**src/rtl/tfb_pkg.sv**
```systemverilog
package tfb_pkg;

    localparam int NUM_CH = 2;
    localparam logic [7:0] DH_SEL_MASK = 8'h10;

    typedef struct packed {
        logic [31:0] data;
        logic [7:0]  feat;
        logic [7:0]  seccnt;
        logic [7:0]  secnum;
        logic [7:0]  cyllo;
        logic [7:0]  cylhi;
        logic [7:0]  devhead;
        logic [7:0]  cmd;
    } tf_regs_t;

    typedef struct packed {
        logic hit;
        logic shared;
        logic ch;
        logic word;
        logic dh_wr;
    } tf_dec_t;

endpackage

```
**src/rtl/tfb_decode.sv**
```systemverilog
module tfb_decode
    import tfb_pkg::*;
#(
    parameter int ADDR_W      = 8,
    parameter int DIRECT_BASE = 'h80,
    parameter int CH_STRIDE   = 'h40
) (
    input  logic [ADDR_W-1:0] addr,
    input  logic              write,
    input  logic              be_dh,
    input  logic              dh_bit,
    input  logic              shadow,
    output tf_dec_t           dec
);

    logic [NUM_CH-1:0] alias_hit;
    logic              aligned;
    logic              shared_hit;

    genvar c;
    generate
        for (c = 0; c < NUM_CH; c++) begin : g_alias
            localparam logic [ADDR_W-1:0] BASE = ADDR_W'(DIRECT_BASE + c * CH_STRIDE);
            assign alias_hit[c] = (addr[ADDR_W-1:3] == BASE[ADDR_W-1:3]);
        end
    endgenerate

    assign aligned    = (addr[1:0] == 2'b00);
    assign shared_hit = (addr[ADDR_W-1:3] == '0);

    always_comb begin
        dec = '0;
        if (aligned && shared_hit) begin
            dec.hit    = 1'b1;
            dec.shared = 1'b1;
            dec.word   = addr[2];
            dec.dh_wr  = addr[2] && write && be_dh;
            dec.ch     = dec.dh_wr ? dh_bit : shadow;
        end else if (aligned && (alias_hit != '0)) begin
            dec.hit  = 1'b1;
            dec.word = addr[2];
            dec.ch   = alias_hit[1];
        end
    end

endmodule

```
**src/rtl/tfb_channel.sv**
```systemverilog
module tfb_channel
    import tfb_pkg::*;
(
    input  logic        clk,
    input  logic        rst_n,
    input  logic        wr_en,
    input  logic        word,
    input  logic [3:0]  be,
    input  logic [31:0] wdata,
    output tf_regs_t    regs,
    output logic        cmd_pulse
);

    typedef struct packed {
        tf_regs_t r;
        logic     pulse;
    } ch_state_t;

    ch_state_t st_d, st_q;

    always_comb begin
        st_d       = st_q;
        st_d.pulse = 1'b0;
        if (wr_en) begin
            if (!word) begin
                if (be == 4'b1111) begin
                    st_d.r.data = wdata;
                end else begin
                    if (be[1:0] == 2'b11) begin
                        st_d.r.data[15:0] = wdata[15:0];
                    end else begin
                        if (be[0]) st_d.r.data[7:0] = wdata[7:0];
                        if (be[1]) st_d.r.feat      = wdata[15:8];
                    end
                    if (be[2]) st_d.r.seccnt = wdata[23:16];
                    if (be[3]) st_d.r.secnum = wdata[31:24];
                end
            end else begin
                if (be[0]) st_d.r.cyllo   = wdata[7:0];
                if (be[1]) st_d.r.cylhi   = wdata[15:8];
                if (be[2]) st_d.r.devhead = wdata[23:16] & ~DH_SEL_MASK;
                if (be[3]) begin
                    st_d.r.cmd = wdata[31:24];
                    st_d.pulse = 1'b1;
                end
            end
        end
    end

    always_ff @(posedge clk) begin
        if (!rst_n) st_q <= '0;
        else        st_q <= st_d;
    end

    assign regs      = st_q.r;
    assign cmd_pulse = st_q.pulse;

    AST_DH_BIT4_CLEAR: assert property (@(posedge clk) disable iff (!rst_n)
        st_q.r.devhead[4] == 1'b0);

    AST_IDLE_HOLD: assert property (@(posedge clk) disable iff (!rst_n)
        !wr_en |=> $stable(st_q.r));

    AST_PULSE_CAUSE: assert property (@(posedge clk) disable iff (!rst_n)
        (wr_en && word && be[3]) |=> cmd_pulse);

    AST_PULSE_ONE_CYCLE: assert property (@(posedge clk) disable iff (!rst_n)
        (cmd_pulse && !$past(wr_en && word && be[3])) |-> 1'b0);

endmodule

```
**src/rtl/tf_window_bank.sv**
```systemverilog
module tf_window_bank
    import tfb_pkg::*;
#(
    parameter int ADDR_W      = 8,
    parameter int DIRECT_BASE = 'h80,
    parameter int CH_STRIDE   = 'h40
) (
    input  logic                 clk,
    input  logic                 rst_n,
    input  logic                 bus_valid,
    input  logic                 bus_write,
    input  logic [ADDR_W-1:0]    bus_addr,
    input  logic [3:0]           bus_be,
    input  logic [31:0]          bus_wdata,
    output logic [31:0]          bus_rdata,
    input  logic [NUM_CH*8-1:0]  eng_error,
    input  logic [NUM_CH*8-1:0]  eng_status,
    output logic [NUM_CH*56-1:0] eng_tf,
    output logic [NUM_CH*32-1:0] eng_data,
    output logic [NUM_CH-1:0]    eng_cmd_pulse,
    output logic                 sel_shadow
);

    typedef struct packed {
        logic shadow;
    } top_state_t;

    top_state_t st_d, st_q;
    tf_dec_t    dec;
    tf_regs_t   regs_a [NUM_CH];
    logic [7:0] err_a  [NUM_CH];
    logic [7:0] sts_a  [NUM_CH];
    logic       bus_wr;

    assign bus_wr = bus_valid && bus_write;

    tfb_decode #(
        .ADDR_W      (ADDR_W),
        .DIRECT_BASE (DIRECT_BASE),
        .CH_STRIDE   (CH_STRIDE)
    ) u_decode (
        .addr   (bus_addr),
        .write  (bus_wr),
        .be_dh  (bus_be[2]),
        .dh_bit (bus_wdata[20]),
        .shadow (st_q.shadow),
        .dec    (dec)
    );

    genvar c;
    generate
        for (c = 0; c < NUM_CH; c++) begin : g_ch
            tfb_channel u_ch (
                .clk       (clk),
                .rst_n     (rst_n),
                .wr_en     (bus_wr && dec.hit && (dec.ch == 1'(c))),
                .word      (dec.word),
                .be        (bus_be),
                .wdata     (bus_wdata),
                .regs      (regs_a[c]),
                .cmd_pulse (eng_cmd_pulse[c])
            );
            assign err_a[c] = eng_error[c*8 +: 8];
            assign sts_a[c] = eng_status[c*8 +: 8];
            assign eng_data[c*32 +: 32] = regs_a[c].data;
            assign eng_tf[c*56 +: 56]   = {regs_a[c].cmd, regs_a[c].devhead,
                                           regs_a[c].cylhi, regs_a[c].cyllo,
                                           regs_a[c].secnum, regs_a[c].seccnt,
                                           regs_a[c].feat};
        end
    endgenerate

    always_comb begin
        st_d = st_q;
        if (dec.dh_wr) st_d.shadow = bus_wdata[20];
    end

    always_ff @(posedge clk) begin
        if (!rst_n) st_q <= '0;
        else        st_q <= st_d;
    end

    always_comb begin
        bus_rdata = '0;
        if (bus_valid && !bus_write && dec.hit) begin
            if (!dec.word) begin
                if (bus_be == 4'b1111) begin
                    bus_rdata = regs_a[dec.ch].data;
                end else begin
                    bus_rdata = {regs_a[dec.ch].secnum, regs_a[dec.ch].seccnt,
                                 (bus_be[1:0] == 2'b11) ? regs_a[dec.ch].data[15:8]
                                                        : err_a[dec.ch],
                                 regs_a[dec.ch].data[7:0]};
                end
            end else begin
                bus_rdata = {sts_a[dec.ch], regs_a[dec.ch].devhead,
                             regs_a[dec.ch].cylhi, regs_a[dec.ch].cyllo};
            end
        end
    end

    assign sel_shadow = st_q.shadow;

    AST_SHADOW_LOAD: assert property (@(posedge clk) disable iff (!rst_n)
        (bus_valid && bus_write && bus_addr == ADDR_W'(4) && bus_be[2])
        |=> sel_shadow == $past(bus_wdata[20]));

    AST_SHADOW_HOLD: assert property (@(posedge clk) disable iff (!rst_n)
        !(bus_valid && bus_write && bus_be[2]) |=> $stable(sel_shadow));

    AST_PULSE_ONEHOT: assert property (@(posedge clk) disable iff (!rst_n)
        $onehot0(eng_cmd_pulse));

    AST_IDLE_RDATA_ZERO: assert property (@(posedge clk) disable iff (!rst_n)
        !bus_valid |-> bus_rdata == '0);

endmodule

```
**config.mk**
```make
export PLATFORM = sky130hd
export DESIGN_NAME = tf_window_bank
export DESIGN_NICKNAME = d
export VERILOG_FILES = /design/src/rtl/tfb_pkg.sv /design/src/rtl/tfb_decode.sv /design/src/rtl/tfb_channel.sv /design/src/rtl/tf_window_bank.sv
export SDC_FILE = /design/constraint.sdc
export NUM_CORES = 1
export LEC_CHECK = 0
export ABC_AREA = 1
export BUFFER_PORTS_ARGS = -buffer_cell sky130_fd_sc_hd__buf_2
export CAP_MARGIN = 20
export CORE_UTILIZATION = 50
export DETAILED_ROUTE_END_ITERATION = 12
export MAX_ROUTING_LAYER = met4
export PLACE_DENSITY = 0.79
export SLEW_MARGIN = 20
export SYNTH_ARGS = -nofsm -noshare
export SYNTH_HDL_FRONTEND = slang
export SYNTH_SLANG_ARGS = --single-unit
```
**constraint.sdc**
```tcl
create_clock -name clk -period 3.11 [get_ports clk]
set_input_delay 0.622 -clock clk [delete_from_list [all_inputs] [get_ports clk]]
set_output_delay 0.622 -clock clk [all_outputs]
set_load 0.01 [all_outputs]
```
# ---- Yosys cells after proc, flatten, opt, wreduce, memory -nomap -nowiden
# Index checks and enable logic that the tools add are counted.
dict set report word_totals {
  reg_bits 177
  input_bits 80
  output_inout_bits 211
  word_cells 96
}
dict set report op_classes {
  order_cmp 1
  eq_ne 4
  mux 25
  n_bitwise 5
  n_reduce_logical 38
}
# operator count
set op_table {}
lappend op_table {{88-bit 2-to-1 mux} 3}
lappend op_table {{32-bit 2-to-1 mux} 3}
lappend op_table {{8-bit 2-to-1 mux} 10}
lappend op_table {{3-bit AND reduction} 16}
lappend op_table {{16-bit 2-to-1 mux} 1}
lappend op_table {{4-bit AND reduction} 4}
lappend op_table {{5-bit equality test, second input constant} 2}
lappend op_table {{1-bit logical AND} 10}
lappend op_table {{5-bit AND reduction} 2}
lappend op_table {{1-bit 2-to-1 mux} 6}
lappend op_table {{5-bit logical NOT} 1}
lappend op_table {{4-bit equality test, second input constant} 1}
lappend op_table {{2-bit 2-to-1 mux} 2}
lappend op_table {{1-bit inverter} 4}
lappend op_table {{2-bit nonzero test} 2}
lappend op_table {{3-bit nonzero test} 1}
lappend op_table {{2-bit equality test, second input constant} 1}
lappend op_table {{2-bit >= comparator, second input constant} 1}
lappend op_table {{2-bit logical NOT} 1}
lappend op_table {{1-bit inverter with 2-bit output} 1}
lappend op_table {{1-bit logical NOT} 1}

# ---- Logic depth before layout (Yosys ltp)
dict set report logic_depth {
  depth_word 13
  ltp_mapped 14
  depth_no_buf 12
}

# ---- By module
# A second synthesis with hierarchy kept.
dict set report unflattened {
  cells_unflattened 1403
  hier_area_um2 8996.1
}
# mod n_inst cells_per_inst area_each_um2 seq_area_each_um2
set modules_own_cells {}
lappend modules_own_cells {tfb_channel 2 482 3533.4 1761.7}
lappend modules_own_cells {tf_window_bank 1 413 1805.5 20.0}
lappend modules_own_cells {tfb_decode 1 26 123.9 0.0}

# ---- Least setup slack after synthesis
# No wires, ideal clock.
dict set report synth_path {
  kind {input -> output}
  from {in bus_addr[4]}
  to {out bus_rdata[16]}
  t_arrival_ns 2.049
  t_required_ns 2.488
  path_slack_ns 0.439
  cell_stages 9
  n_path_buf 2
  path_cell_list {nor2_1 > nand2_2 > nor2_2 > nand3_2 > nand2_2 > buf_2 > clkbuf_1 > a21oi_1 > nor2_1}
}
dict set report synth_via {
  elab_chain_cells 12
  word_cells_on_any_way 18
}
# element line_no
set synth_lines {}
lappend synth_lines {{from (decl)} tf_window_bank.sv:12} ;# input logic [ADDR_W-1:0] bus_addr,
lappend synth_lines {{5-bit equality test} tfb_decode.sv:24} ;# assign alias_hit[c] = (addr[ADDR_W-1:3] == BASE[ADDR_W-1:3]);
lappend synth_lines {{2-bit nonzero test} tfb_decode.sv:39} ;# end else if (aligned && (alias_hit != '0)) begin
lappend synth_lines {{1-bit logical AND} tfb_decode.sv:39}
lappend synth_lines {{2-bit 2-to-1 mux} tfb_decode.sv:39}
lappend synth_lines {{2-bit 2-to-1 mux} tfb_decode.sv:33} ;# if (aligned && shared_hit) begin
lappend synth_lines {{1-bit inverter with 2-bit output (implied by the code)} {tf_window_bank.sv:88, tf_window_bank.sv:90, tf_window_bank.sv:96}}
lappend synth_lines {{88-bit 2-to-1 mux (3 in a row)} -}
lappend synth_lines {{32-bit 2-to-1 mux} tf_window_bank.sv:87} ;# if (bus_be == 4'b1111) begin
lappend synth_lines {{32-bit 2-to-1 mux} tf_window_bank.sv:86} ;# if (!dec.word) begin
lappend synth_lines {{32-bit 2-to-1 mux (*)} tf_window_bank.sv:85} ;# if (bus_valid && !bus_write && dec.hit) begin
lappend synth_lines {{to (decl)} tf_window_bank.sv:15} ;# output logic [31:0] bus_rdata,
# Every way passes the cells marked *; elsewhere a longest branch is shown, timed or not. The select of a mux whose other input is x is not followed.

# ---- Worst setup path after layout
dict set report layout_path {
  from {in bus_addr[4]}
  to {out bus_rdata[22]}
}
# The elaborated chain is that of the path after synthesis.

==> results by group <==
Clocking
  – Root Buffer: clkbuf_16
  – Clock Tree Buf Depth: 2
  – CTS buffer count: 17
  – H-tree levels: 4
  – CTS tree: done
  – Clock Sinks: 177
  – Clock-pin transition on the worst setup and hold timing paths: 70 ps
  – Clock latency on the worst-skew pair: 430 ps

Global routing
  – GRT Total Usage: 0.333
  – Global route overflow: 0
  – Initial antenna violation count: 3
  – First-pass GRT wire length: about 45000 microns
  – Largest net degree at the start of global routing: 73
  – Vias in the first global route: roughly 8600

Run
  – Maxcap violations: 0

Yosys
  – Avg Cell Area, Syn: ~6.4 sq um
  – Synth warn: 0
  – #FFs+latches synth: 177
  – Post-synth top cells: 319 x nand2_1, 308 x nor2_1, 177 x dfxtp_1
  – Ys flop type: dfxtp_1
  – Leading area contributor after synthesis: dfxtp_1
  – Yosys top cell area share: 0.418
  – EDFF count, synth: 0
  – Post-Syn Instances: 1325
  – Post-Synthesis Cell Area: ~0.0085 sq mm
  – Ys async rst share: 0
  – Synth area leaders: dfxtp_1 42%, nand2_1 14%, nor2_1 14%
  – Post-synthesis sequential area ratio: 0.418
  – Synth cell types: 31
  – Top-count cell post-synth: nand2_1

STA
  – Tightest Pin Transition: 656 ps
  – Final Max Slew Viols: 0
  – RSZ-0062 raised after global routing: no
  – Final setup violation count: 0
  – Fin crit share: 0.947
  – Minimum clock period: 2950 ps
  – Setup tns final: 0 ps
  – Clk_skew: 5.89 ps
  – Final hold slack: 463 ps
  – Worst slew margin: 0.563
  – Max frequency: 340 MHz
  – Final Worst Setup Slack: about 160 ps
  – Endpoints failing hold: 0

Detailed routing
  – Vias per inst: 5.25
  – Post-route ant nets: 0
  – DRC marker count from the first detailed-route iteration: 1052
  – Final WL: 28700 microns
  – Vias: 9679
  – Router iterations before antenna repair: 7
  – WL/cell: 15.6 microns
  – Drt drc: 0

Place
  – Number of port buffers: 288
  – Placed inst area: slightly above 0.01 sq mm
  – Detailed Place HPWL: 20500 microns
  – Worst slack at placement: 124 ps
  – Placer congestion estimate: 0.896

Layout
  – Fill count: 1516
  – Final nets: 1687
  – Layout cells sized above 1: 0.245
  – Footprint of the multi-input gates: 0.00418 sq mm
  – Final Core Density: 0.656
  – FF+latch area: between 0.003 and 0.004 sq mm
  – Layout area overhead: 28.3%
  – Final Cell Area: 0.0109 sq mm

Setup path
  – CP Max Fanout: 22
  – Worst Path Arrival: about 2300 ps
  – Setup CP Type: input pin to output port
  – Worst setup SP type: input pin
  – CP Capture Type: output port
  – Req. time, crit path: 2490 ps

Floorplanning
  – Die height: ~130 microns
  – Placement row count: 47
  – Starting Density: 0.512
  – Die area: 0.0175 sq mm
  – Die X: 132 microns
  – Boundary Pins: slightly below 300
  – Core Box Area: 0.0166 sq mm

Pwr
  – Power Dens Cells: 432 mW/mm^2
  – Static leakage: 5.52 nW
  – Maximum VDD drop: 0.373 mV

Run status
  – Outcome: finished, final reports clean

Min path
  – HP Class: register to register
critical path, stage by stage:
cell     delay [ps]
buf_2            90
nor2_1          150
nand2_2         160
nor2_2          190
nand2_2         180
inv_1           150
buf_12          190
nand2_1          90
o21ai_0         100
nand2_1          90
nand3_1         130
nor2_1           50
buf_2           130
where the power goes:
part           internal (mW)  switching (mW)
Clock                   1.20           0.955
Combinational         0.0926           0.182
Sequential              2.27         0.00121
Total                   3.56            1.14
registers in the layout, indices dropped and copies added (netlist names):
register and flops:
sel_shadow 1, g_ch.u_ch.cmd_pulse 2, g_ch.u_ch.regs 174
repair_timing:
item                                    4_1_cts  5_1_grt
setup buffers                                 0        2
resized for setup                             0        3
endpoints found under the hold margin         0        0
hold buffers                                  0        0
endpoints found under the setup margin        0       12
layout make-up:
cell class              instances  share of cell area
well taps                     220              0.0253
clock inverters                13              0.0140
repair buffers                326               0.166
clock buffers                  19              0.0398
inverters                     129              0.0448
diodes                          3            0.000690
flip-flops and latches        177               0.325
multi-input cells             956               0.384
placed cells by master, fill, tap and decap left out, types with 3 or more instances in the layout:
cell type / n
a21oi_1: 79
and2_0: 4
buf_12: 6
buf_2: 287
buf_4: 33
clkbuf_16: 17
clkinv_1: 3
clkinvlp_4: 5
dfxtp_1: 177
diode_2: 3
inv_1: 119
inv_2: 6
inv_6: 3
nand2_1: 319
nand2_2: 5
nand3_1: 82
nand3b_1: 18
nor2_1: 306
nor2_2: 10
nor3_2: 4
o21ai_0: 85
o22ai_1: 20
or2_2: 9
stage by stage:
stage	total power, mW	cells
finish	4.70	1843
global route	4.84	1843
CTS	4.71	1838
detailed placement	2.58	1806
global placement	2.58	1806
floorplan	2.45	1326
worst paths after layout:
kind / endpoint / from / depth (start not counted) / slack (ps)
hold / removal: g_ch[1].u_ch.regs[2] / g_ch[1].u_ch.regs[2] / 2 / 460
setup reg to reg: g_ch[1].u_ch.regs[43] / sel_shadow / 9 / 930
hold reg to reg: g_ch[1].u_ch.regs[2] / g_ch[1].u_ch.regs[2] / 2 / 460
setup / recovery: bus_rdata[22] / bus_addr[4] / 13 / 160
routing by layer:
metal / part of all wire / track usage / vias to the layer above
li1: - / - / 4712
met1: 0.41 / 0.427 / 4345
met2: 0.47 / 0.529 / 545
met3: 0.095 / 0.0588 / 77
met4: 0.032 / 0.117 / 0
met5: 0 / - / -
logic make-up (layout without fill, tap and decap cells):
family,Yosys count,count (layout),share of synthesized area
flops,177,177,0.418
other cells,1,5,0.000442
simple gates,769,769,0.378
buf+inv,193,487,0.0909
compound gates,185,185,0.113
Power figures use the tool's default switching activity.
